<file path="src/rtl/txprio_pkg.sv">
package txprio_pkg;
  // Strobes issued by the control half to the datapath half.
  typedef struct packed {
    logic prioWr;   // write cpuWrData into the addressed priority register
    logic rdOk;     // read of the addressed priority register is allowed
    logic sofHit;   // start-of-frame arbitration sample
  } ctrlStrb_t;
endpackage

</file>
<file path="src/rtl/txprio_ctrl.sv">
module txprio_ctrl
  import txprio_pkg::*;
#(
  parameter int NUM_BUF = 3,
  parameter int IDX_W   = 2
) (
  input  logic               clk,
  input  logic               rstN,
  input  logic [NUM_BUF-1:0] cpuSel,
  input  logic               cpuWrEn,
  input  logic               flagWrEn,
  input  logic [NUM_BUF-1:0] flagWrData,
  input  logic               sofReq,
  input  logic               txDone,
  input  logic [IDX_W-1:0]   winIdx,
  input  logic               winValid,
  output logic [NUM_BUF-1:0] emptyFlags,
  output logic [IDX_W-1:0]   accIdx,
  output ctrlStrb_t          strb
);

  logic selOneHot;
  logic accOk;

  // Decode the one-hot window select into a buffer index.
  always_comb begin
    accIdx = '0;
    for (int i = 0; i < NUM_BUF; i++) begin
      if (cpuSel[i]) accIdx = IDX_W'(i);
    end
  end

  assign selOneHot   = $onehot(cpuSel);
  assign accOk       = selOneHot && emptyFlags[accIdx];
  assign strb.prioWr = accOk && cpuWrEn;
  assign strb.rdOk   = accOk;
  assign strb.sofHit = sofReq;

  // Empty flags: written one clears, completion of the winner sets.
  generate
    for (genvar g = 0; g < NUM_BUF; g++) begin : gFlag
      logic doneHit;
      assign doneHit = txDone && winValid && (winIdx == IDX_W'(g));

      always_ff @(posedge clk or negedge rstN) begin
        if (!rstN)                        emptyFlags[g] <= 1'b1;
        else if (doneHit)                 emptyFlags[g] <= 1'b1;
        else if (flagWrEn && flagWrData[g]) emptyFlags[g] <= 1'b0;
      end

      // a flag only drops after a CPU write-one to its bit
      a_r10_clear_only_by_cpu : assert property (@(posedge clk) disable iff (!rstN)
        $fell(emptyFlags[g]) |-> $past(flagWrEn && flagWrData[g]));
    end
  endgenerate

  // completion of the latched winner frees its buffer
  a_r11_done_sets_flag : assert property (@(posedge clk) disable iff (!rstN)
    (txDone && winValid) |=> emptyFlags[$past(winIdx)]);

  // a priority write strobe only ever reaches an empty buffer
  a_r5_write_needs_empty : assert property (@(posedge clk) disable iff (!rstN)
    strb.prioWr |=> emptyFlags[$past(accIdx)]);

endmodule

</file>
<file path="src/rtl/txprio_datapath.sv">
module txprio_datapath
  import txprio_pkg::*;
#(
  parameter int NUM_BUF = 3,
  parameter int PRIO_W  = 8,
  parameter int IDX_W   = 2
) (
  input  logic               clk,
  input  logic               rstN,
  input  ctrlStrb_t          strb,
  input  logic [IDX_W-1:0]   accIdx,
  input  logic [PRIO_W-1:0]  cpuWrData,
  input  logic [NUM_BUF-1:0] pendingVec,
  output logic [PRIO_W-1:0]  cpuRdData,
  output logic [IDX_W-1:0]   winIdx,
  output logic               winValid
);

  logic [PRIO_W-1:0] prioArr [NUM_BUF];
  logic [IDX_W-1:0]  bestIdx;
  logic [PRIO_W-1:0] bestPrio;
  logic              anyPend;

  // Priority registers, one per buffer.
  generate
    for (genvar g = 0; g < NUM_BUF; g++) begin : gPrio
      always_ff @(posedge clk or negedge rstN) begin
        if (!rstN)                                         prioArr[g] <= '0;
        else if (strb.prioWr && (accIdx == IDX_W'(g)))     prioArr[g] <= cpuWrData;
      end

      // a register not addressed by a granted write keeps its value
      a_r5_prio_stable : assert property (@(posedge clk) disable iff (!rstN)
        !(strb.prioWr && (accIdx == IDX_W'(g))) |=> $stable(prioArr[g]));

      // the latched winner beats or ties-with-lower-index every queued entrant
      a_r2_winner_min : assert property (@(posedge clk) disable iff (!rstN)
        (strb.sofHit && pendingVec[g]) |=>
          winValid && ((prioArr[winIdx] < $past(prioArr[g])) ||
                       ((prioArr[winIdx] == $past(prioArr[g])) && (winIdx <= IDX_W'(g)))));
    end
  endgenerate

  assign cpuRdData = strb.rdOk ? prioArr[accIdx] : '0;

  // Linear scan: strict less-than keeps the lower index on a tie.
  always_comb begin
    bestIdx  = '0;
    bestPrio = '1;
    anyPend  = 1'b0;
    for (int i = 0; i < NUM_BUF; i++) begin
      if (pendingVec[i] && (!anyPend || (prioArr[i] < bestPrio))) begin
        bestIdx  = IDX_W'(i);
        bestPrio = prioArr[i];
        anyPend  = 1'b1;
      end
    end
  end

  // Winner latch.
  always_ff @(posedge clk or negedge rstN) begin
    if (!rstN) begin
      winIdx   <= '0;
      winValid <= 1'b0;
    end else if (strb.sofHit) begin
      winValid <= anyPend;
      if (anyPend) winIdx <= bestIdx;
    end
  end

  // the latched winner was queued at the request
  a_r4_winner_pending : assert property (@(posedge clk) disable iff (!rstN)
    (strb.sofHit && (pendingVec != '0)) |=> (($past(pendingVec) >> winIdx) & 1'b1) == 1'b1);

  // an empty request clears valid and keeps the index
  a_r8_none_pending : assert property (@(posedge clk) disable iff (!rstN)
    (strb.sofHit && (pendingVec == '0)) |=> !winValid && $stable(winIdx));

  // outputs hold between requests
  a_r9_hold : assert property (@(posedge clk) disable iff (!rstN)
    !strb.sofHit |=> $stable(winIdx) && $stable(winValid));

  // a denied read returns zero
  a_r6_denied_read_zero : assert property (@(posedge clk) disable iff (!rstN)
    !strb.rdOk |-> (cpuRdData == '0));

endmodule

</file>
<file path="src/rtl/txPrioSel.sv">
module txPrioSel
  import txprio_pkg::*;
#(
  parameter int NUM_BUF = 3,
  parameter int PRIO_W  = 8,
  localparam int IDX_W  = (NUM_BUF > 1) ? $clog2(NUM_BUF) : 1
) (
  input  logic               clk,
  input  logic               rstN,
  input  logic [NUM_BUF-1:0] cpuSel,
  input  logic               cpuWrEn,
  input  logic [PRIO_W-1:0]  cpuWrData,
  output logic [PRIO_W-1:0]  cpuRdData,
  input  logic               flagWrEn,
  input  logic [NUM_BUF-1:0] flagWrData,
  output logic [NUM_BUF-1:0] emptyFlags,
  input  logic               sofReq,
  input  logic               txDone,
  output logic [IDX_W-1:0]   winIdx,
  output logic               winValid
);

  ctrlStrb_t        strb;
  logic [IDX_W-1:0] accIdx;

  txprio_ctrl #(.NUM_BUF(NUM_BUF), .IDX_W(IDX_W)) uCtrl (
    .clk(clk), .rstN(rstN), .cpuSel(cpuSel), .cpuWrEn(cpuWrEn),
    .flagWrEn(flagWrEn), .flagWrData(flagWrData), .sofReq(sofReq),
    .txDone(txDone), .winIdx(winIdx), .winValid(winValid),
    .emptyFlags(emptyFlags), .accIdx(accIdx), .strb(strb)
  );

  txprio_datapath #(.NUM_BUF(NUM_BUF), .PRIO_W(PRIO_W), .IDX_W(IDX_W)) uDp (
    .clk(clk), .rstN(rstN), .strb(strb), .accIdx(accIdx),
    .cpuWrData(cpuWrData), .pendingVec(~emptyFlags),
    .cpuRdData(cpuRdData), .winIdx(winIdx), .winValid(winValid)
  );

endmodule

</file>
<file path="config.mk">
export PLATFORM = sky130hd
export DESIGN_NAME = txPrioSel
export DESIGN_NICKNAME = d
export VERILOG_FILES = /design/src/rtl/txprio_pkg.sv /design/src/rtl/txprio_ctrl.sv /design/src/rtl/txprio_datapath.sv /design/src/rtl/txPrioSel.sv
export SDC_FILE = /design/constraint.sdc
export NUM_CORES = 1
export LEC_CHECK = 0
export ABC_CLOCK_PERIOD_IN_PS = 11700
export BUFFER_PORTS_ARGS = -buffer_cell sky130_fd_sc_hd__buf_2
export CAP_MARGIN = 15
export CORE_MARGIN = 2
export CORE_UTILIZATION = 55
export CTS_CLUSTER_SIZE = 24
export DETAILED_ROUTE_END_ITERATION = 10
export PLACE_DENSITY = 0.79
export SYNTH_ARGS = -nofsm -noshare
export SYNTH_HDL_FRONTEND = slang
export SYNTH_SLANG_ARGS = --single-unit
</file>
<file path="constraint.sdc">
create_clock -name clk -period 11.7 [get_ports clk]
set_clock_uncertainty 0.05 [all_clocks]
set_input_delay 1.17 -clock clk [delete_from_list [all_inputs] [get_ports clk]]
set_output_delay 1.17 -clock clk [all_outputs]
set_load 0.01 [all_outputs]
</file>
# --- Word level (Yosys, flattened, before mapping) ---
# Index checks and enable logic that the tools add are counted.
op_classes:
  reduce_logical: 24
  n_mux: 21
  eq_ne: 5
  magnitude_cmp: 4
  bitwise: 2
  n_addsub: 2
ops:
  columns: ["cell", "n"]
  rows:
  - ["8-bit 2-to-1 mux", 5]
  - ["8-bit binary-select mux with 2-bit select", 1]
  - ["8-bit less-than comparator", 2]
  - ["1-bit logical AND", 14]
  - ["1-bit 2-to-1 mux", 12]
  - ["2-bit by 1-bit == test with 1-bit output (second input constant)", 3]
  - ["2-bit nonzero test", 3]
  - ["2-bit == test (second input constant)", 2]
  - ["2-bit logical NOT", 2]
  - ["2-bit 2-to-1 mux", 2]
  - ["3-bit greater-or-equal comparator (second input constant)", 1]
  - ["2-bit by 3-bit less-than comparator with 1-bit output (second input constant)", 1]
  - ["2-bit inverter with 3-bit output", 1]
  - ["3-bit inverter", 1]
  - ["1-bit by 1-bit adder with 2-bit output", 1]
  - ["2-bit by 1-bit adder with 2-bit output", 1]
  - ["1-bit binary-select mux with 2-bit select", 1]
  - ["1-bit logical NOT", 2]
  - ["1-bit logical OR", 2]
  - ["2-bit AND reduction", 1]
totals:
  output_inout_bits: 14
  in_bits: 20
  word_cells: 66
  regBits: 30

# --- Logic depth before layout (Yosys ltp) ---
depth:
  depth_word: 11
  depth_mapped: 16
  depth_no_buf: 15

# --- Cells and area by module ---
# A second synthesis with hierarchy kept.
unflattened:
  cells_unflattened: 189
  area_unflattened_um2: 1988.2
by_module_without_submodules:
  columns: ["module", "seq_area_each_um2", "area_each_um2", "cells_per_inst", "instances"]
  rows:
  - ["txprio_datapath", 675.6, 1742.9, 163, 1]
  - ["txprio_ctrl", 78.8, 234.0, 23, 1]
  - ["txPrioSel", 0.0, 11.3, 3, 1]

# --- Worst setup path after synthesis ---
# OpenSTA, ideal clock, no wires.
synth_path:
  path_type: "register to register"
  from: "reg uCtrl.emptyFlags[0]"
  to: "reg uDp.winIdx[0]"
  n_path_buf: 1
  path_slack_ns: 7.733
  setup_ns: 0.120
  required_ns: 11.530
  t_arrival_ns: 3.797
  period_less_slack_ns: 3.967
  path_stages_with_launch: 16
  cell_sequence: "dfstp_2 -> clkbuf_1 -> nor2_1 -> ha_1 -> o211a_1 -> a221oi_1 -> o221ai_1 -> o21ai_2 -> mux2_2 -> ha_1 -> a21oi_1 -> o21ai_0 -> nor4_1 -> o21ai_0 -> mux2_2 -> a31o_2"
synth_via:
  elab_chain_len: 11
  elab_cells_between_ends: 17
  classes_between: "order compare: 2; mux: 7; bitwise: 1; reduce/logical: 7"
synth_lines:
  columns: ["element", "line", "rtl"]
  rows:
  - ["start: declaration", "txprio_ctrl.sv:17", "output logic [NUM_BUF-1:0] emptyFlags,"]
  - ["start signal: indexed assignment", "txprio_ctrl.sv:46", "if (!rstN) emptyFlags[g] <= 1'b1;"]
  - ["start signal: indexed assignment", "txprio_ctrl.sv:47", "else if (doneHit) emptyFlags[g] <= 1'b1;"]
  - ["start signal: indexed assignment", "txprio_ctrl.sv:48", "else if (flagWrEn && flagWrData[g]) emptyFlags[g] <= 1'b0;"]
  - ["3-bit inverter *", "txPrioSel.sv:35", ".cpuWrData(cpuWrData), .pendingVec(~emptyFlags),"]
  - ["8-bit 2-to-1 mux or 1-bit 2-to-1 mux (tied branches)", "txprio_datapath.sv:52", "if (pendingVec[i] && (!anyPend || (prioArr[i] < bestPrio))) begin"]
  - ["8-bit less-than comparator or 1-bit logical NOT (tied branches)", "txprio_datapath.sv:52", null]
  - ["1-bit logical OR", "txprio_datapath.sv:52", null]
  - ["1-bit logical AND", "txprio_datapath.sv:52", null]
  - ["8-bit 2-to-1 mux or 1-bit 2-to-1 mux (tied branches)", "txprio_datapath.sv:52", null]
  - ["8-bit less-than comparator or 1-bit logical NOT (tied branches)", "txprio_datapath.sv:52", null]
  - ["1-bit logical OR", "txprio_datapath.sv:52", null]
  - ["1-bit logical AND", "txprio_datapath.sv:52", null]
  - ["1-bit 2-to-1 mux", "txprio_datapath.sv:52", null]
  - ["2-bit AND reduction (no line)", null, null]
  - ["end signal: assignment", "txprio_datapath.sv:67", "if (anyPend) winIdx <= bestIdx;"]
  - ["end: declaration", "txprio_datapath.sv:15", "output logic [IDX_W-1:0] winIdx,"]
# Mark *: on every way between the ends. The rest lies on a longest branch, timed or not.
# A chain may end at the register's enable or synchronous reset.

# --- Worst setup path in the final report ---
# Same ends and word-level chain as after synthesis.

==> flow_summary.json <==
{
  "status": "finished clean",
  "port_buffers": 33,
  "antennaDiodeCount": 0,
  "ff_latch_area_um2": 754.5,
  "drcViolationCount": 0,
  "hpwl_um": 2912,
  "finish.utilization_pct": 64.99,
  "critical_path_class": "register to register",
  "netlist_area_mm2": 0.001932,
  "sequentialPowerShare_pct": 36.4,
  "grt_max_degree": 31,
  "clock_latency_ns": 0.35,
  "num-nets-final": 254,
  "synthAdderAreaFrac_pct": 10.10,
  "routed_wl_um": 4036,
  "fmax_mhz": 242.1,
  "cts_tree": "built",
  "p_leak_nw": 1.078,
  "multi_input_area_mm2": 0.001107,
  "die_area_mm2": 0.004002,
  "grt_overflow_total": 0,
  "setup_viol": 0,
  "finalWorstSetupSlack_ns": 7.570,
  "power_density_mw_per_mm2": 253.9,
  "worst_pin_slew_ns": 0.6947,
  "p_int_w": 0.0003278,
  "p_comb_share_pct": 51.6,
  "yosysWarnings": 0,
  "yosysSeqAreaShare_pct": 39.05,
  "synth.mux.area_fraction_pct": 23.32,
  "grt_pass1_wl_um": 6817,
  "hp-class": "register to register",
  "rr_worst_depth": 14,
  "dp_slack_ns": 7.592,
  "clock-sinks": 30,
  "min_period_over_period_pct": 35.30,
  "die_x_um": 63.27,
  "postRouteAntennaNets": 0,
  "clkPwrFrac_pct": 12.0,
  "synth_most_common_cell": "mux2_2",
  "postCtsSetupRepairBufs": 0,
  "ys_async_sr_fraction_pct": 100.0,
  "finalHoldViolCount": 0,
  "syn2layout_area_growth_pct": 13.15,
  "rows": 21,
  "grt_use_total_pct": 22.13,
  "synth_top_family_by_area": "multiplexers",
  "cts_hold_buf": 0,
  "cp.required_ns": 11.89,
  "worstPathArrival_ns": 4.32,
  "worstPathMaxFanout": 14,
  "timing.setup.tns_ns": 0,
  "ir_worst_vdd_mv": 0.1299,
  "syn-num-nets": 219,
  "yosysTopAreaCellShare_pct": 34.97,
  "pin_count": 34,
  "cts_buffers": 5,
  "cts_max_level": 2,
  "synth_seq_cells": 30,
  "num_vias": 1515,
  "syn_inst": 184,
  "synth-compound-area-share_pct": 11.79,
  "nFillCells": 305,
  "switching_power_w": 0.0002271,
  "yosysTopAreaCell": "dfrtp_1",
  "drtIter0Drc": 63,
  "slew-limit-headroom_pct": 53.69,
  "gp_congestion": 0.8779,
  "antenna_found_initial": 0,
  "synth_flop_cell": "dfrtp_1",
  "slew_viol_final": 0,
  "rsz0062_at_grt": "no",
  "whs_path_depth": 1,
  "synth_xor_xnor_area_share_pct": 0,
  "initial_core_util_pct": 57.44,
  "cts.clk_slew.worst_paths_ns": 0.10,
  "root_buffer": "clkbuf_4",
  "core-area_mm2": 0.003363,
  "die_h_um": 63.27,
  "ctsResizeCount": 0,
  "startpoint_type": "register",
  "syn_area_per_cell_um2": 10.50,
  "wl_per_cell_um": 15.17,
  "synthTopCellsByCount": "mux2_2 (32), dfrtp_1 (27), nor2_1 (27)",
  "first_global_vias": 1445,
  "synth.distinct_cells": 39,
  "via_per_inst": 5.695,
  "synthSimpleGateAreaFrac_pct": 12.11,
  "power_w": 0.0005550,
  "drt-pass1-iter-count": 4,
  "drv_cap": 0,
  "synth_edf_count": 0,
  "layout-drive-gt1-share_pct": 37.27,
  "fin_crit_ns": 4.130,
  "cts_max_path_buffers": 2,
  "synth_area_leaders": "dfrtp_1 (35%), mux2_2 (19%), ha_1 (9.1%), nor2_1 (5.2%), mux2i_1 (4.7%)",
  "endpoint_kind": "register",
  "p_sw_share_pct": 40.93
}
-- metal layers --
layer / vias up / routed length, um / track usage [%]
met5: - / 0 / 0
met2: 40 / 1816 / 36.44
met1: 727 / 1953 / 28.36
met3: 8 / 204 / 5.714
met4: 0 / 61 / 7.609
li1: 740 / - / -
-- cell type report --
| cell class | count | area share (%) |
|---|---|---|
| flip-flops and latches | 30 | 34.52 |
| clock inverters | 1 | 0.2290 |
| well taps | 46 | 2.633 |
| clock buffers | 7 | 2.519 |
| repair buffers | 33 | 7.556 |
| inverters | 11 | 1.889 |
| multi-input cells | 138 | 50.66 |
-- power by group through the flow --
stage                     Sequential (W)  Clock [W]  Combinational (W)
after global placement          0.000202          0           0.000276
final                           0.000202  0.0000664           0.000287
after floorplan                 0.000189          0           0.000225
after CTS                       0.000201  0.0000667           0.000287
after detailed placement        0.000203          0           0.000284
after global routing            0.000208  0.0000724           0.000326
-- layout by cell type, fill, tap and decap left out, types with 2 or more instances in the layout --
master and count:
inv_1 11, clkbuf_4 5, o22ai_1 2, buf_2 33, mux2i_1 9, dfstp_2 3
ha_1 14, a21oi_1 13, dfrtp_1 27, o21ai_2 2, nor2_1 27, a22o_1 2
nor2b_1 2, o21ai_0 4, mux2_2 32, nand2_1 10
-- stage by stage --
stage               cell area (um2)  cells  hold slack, ns
floorplan                      1932    184          0.4528
global placement               2126    258          0.4782
detailed placement             2126    258          0.4800
CTS                            2186    266          0.5016
global route                   2186    266          0.5245
finish                         2186    266          0.5020
-- path summary, 6_finish.rpt --
kind | start | end | slack, ns
max | uCtrl.emptyFlags[0] | uDp.winIdx[0] | 7.57
min | uDp.prioArr[22] | uDp.prioArr[22] | 0.50
max reg2reg | uCtrl.emptyFlags[0] | uDp.winIdx[0] | 7.57
min reg2reg | uDp.prioArr[22] | uDp.prioArr[22] | 0.50
max in group asynchronous | rstN | uDp.winIdx[1] | 10.34
min in group asynchronous | rstN | uDp.prioArr[17] | 0.81
-- sequential cells by signal, summed over array words and instances, names as in the netlist --
name,flops
uCtrl.emptyFlags,3
uDp.prioArr,24
uDp.winValid,1
uDp.winIdx,2
-- worst max-delay path: stages, from the launching register on --
cell and delay, ns:
dfstp_2 0.69, nor2_1 0.11, ha_1 0.28, o211a_1 0.20, a221oi_1 0.26, o221ai_1 0.25
o21ai_2 0.25, mux2_2 0.39, ha_1 0.28, a21oi_1 0.13, o21ai_0 0.11, nor4_1 0.37
o21ai_0 0.14, mux2_2 0.30, a31o_2 0.23
-- logic make-up after synthesis --
family	count (synthesis)
muxes	41
DFF	30
adders and majority gates	15
and+or+nand+nor	48
buffers and inverters	16
AOI/OAI and AO/OA	34
Power figures use the tool's default switching activity.
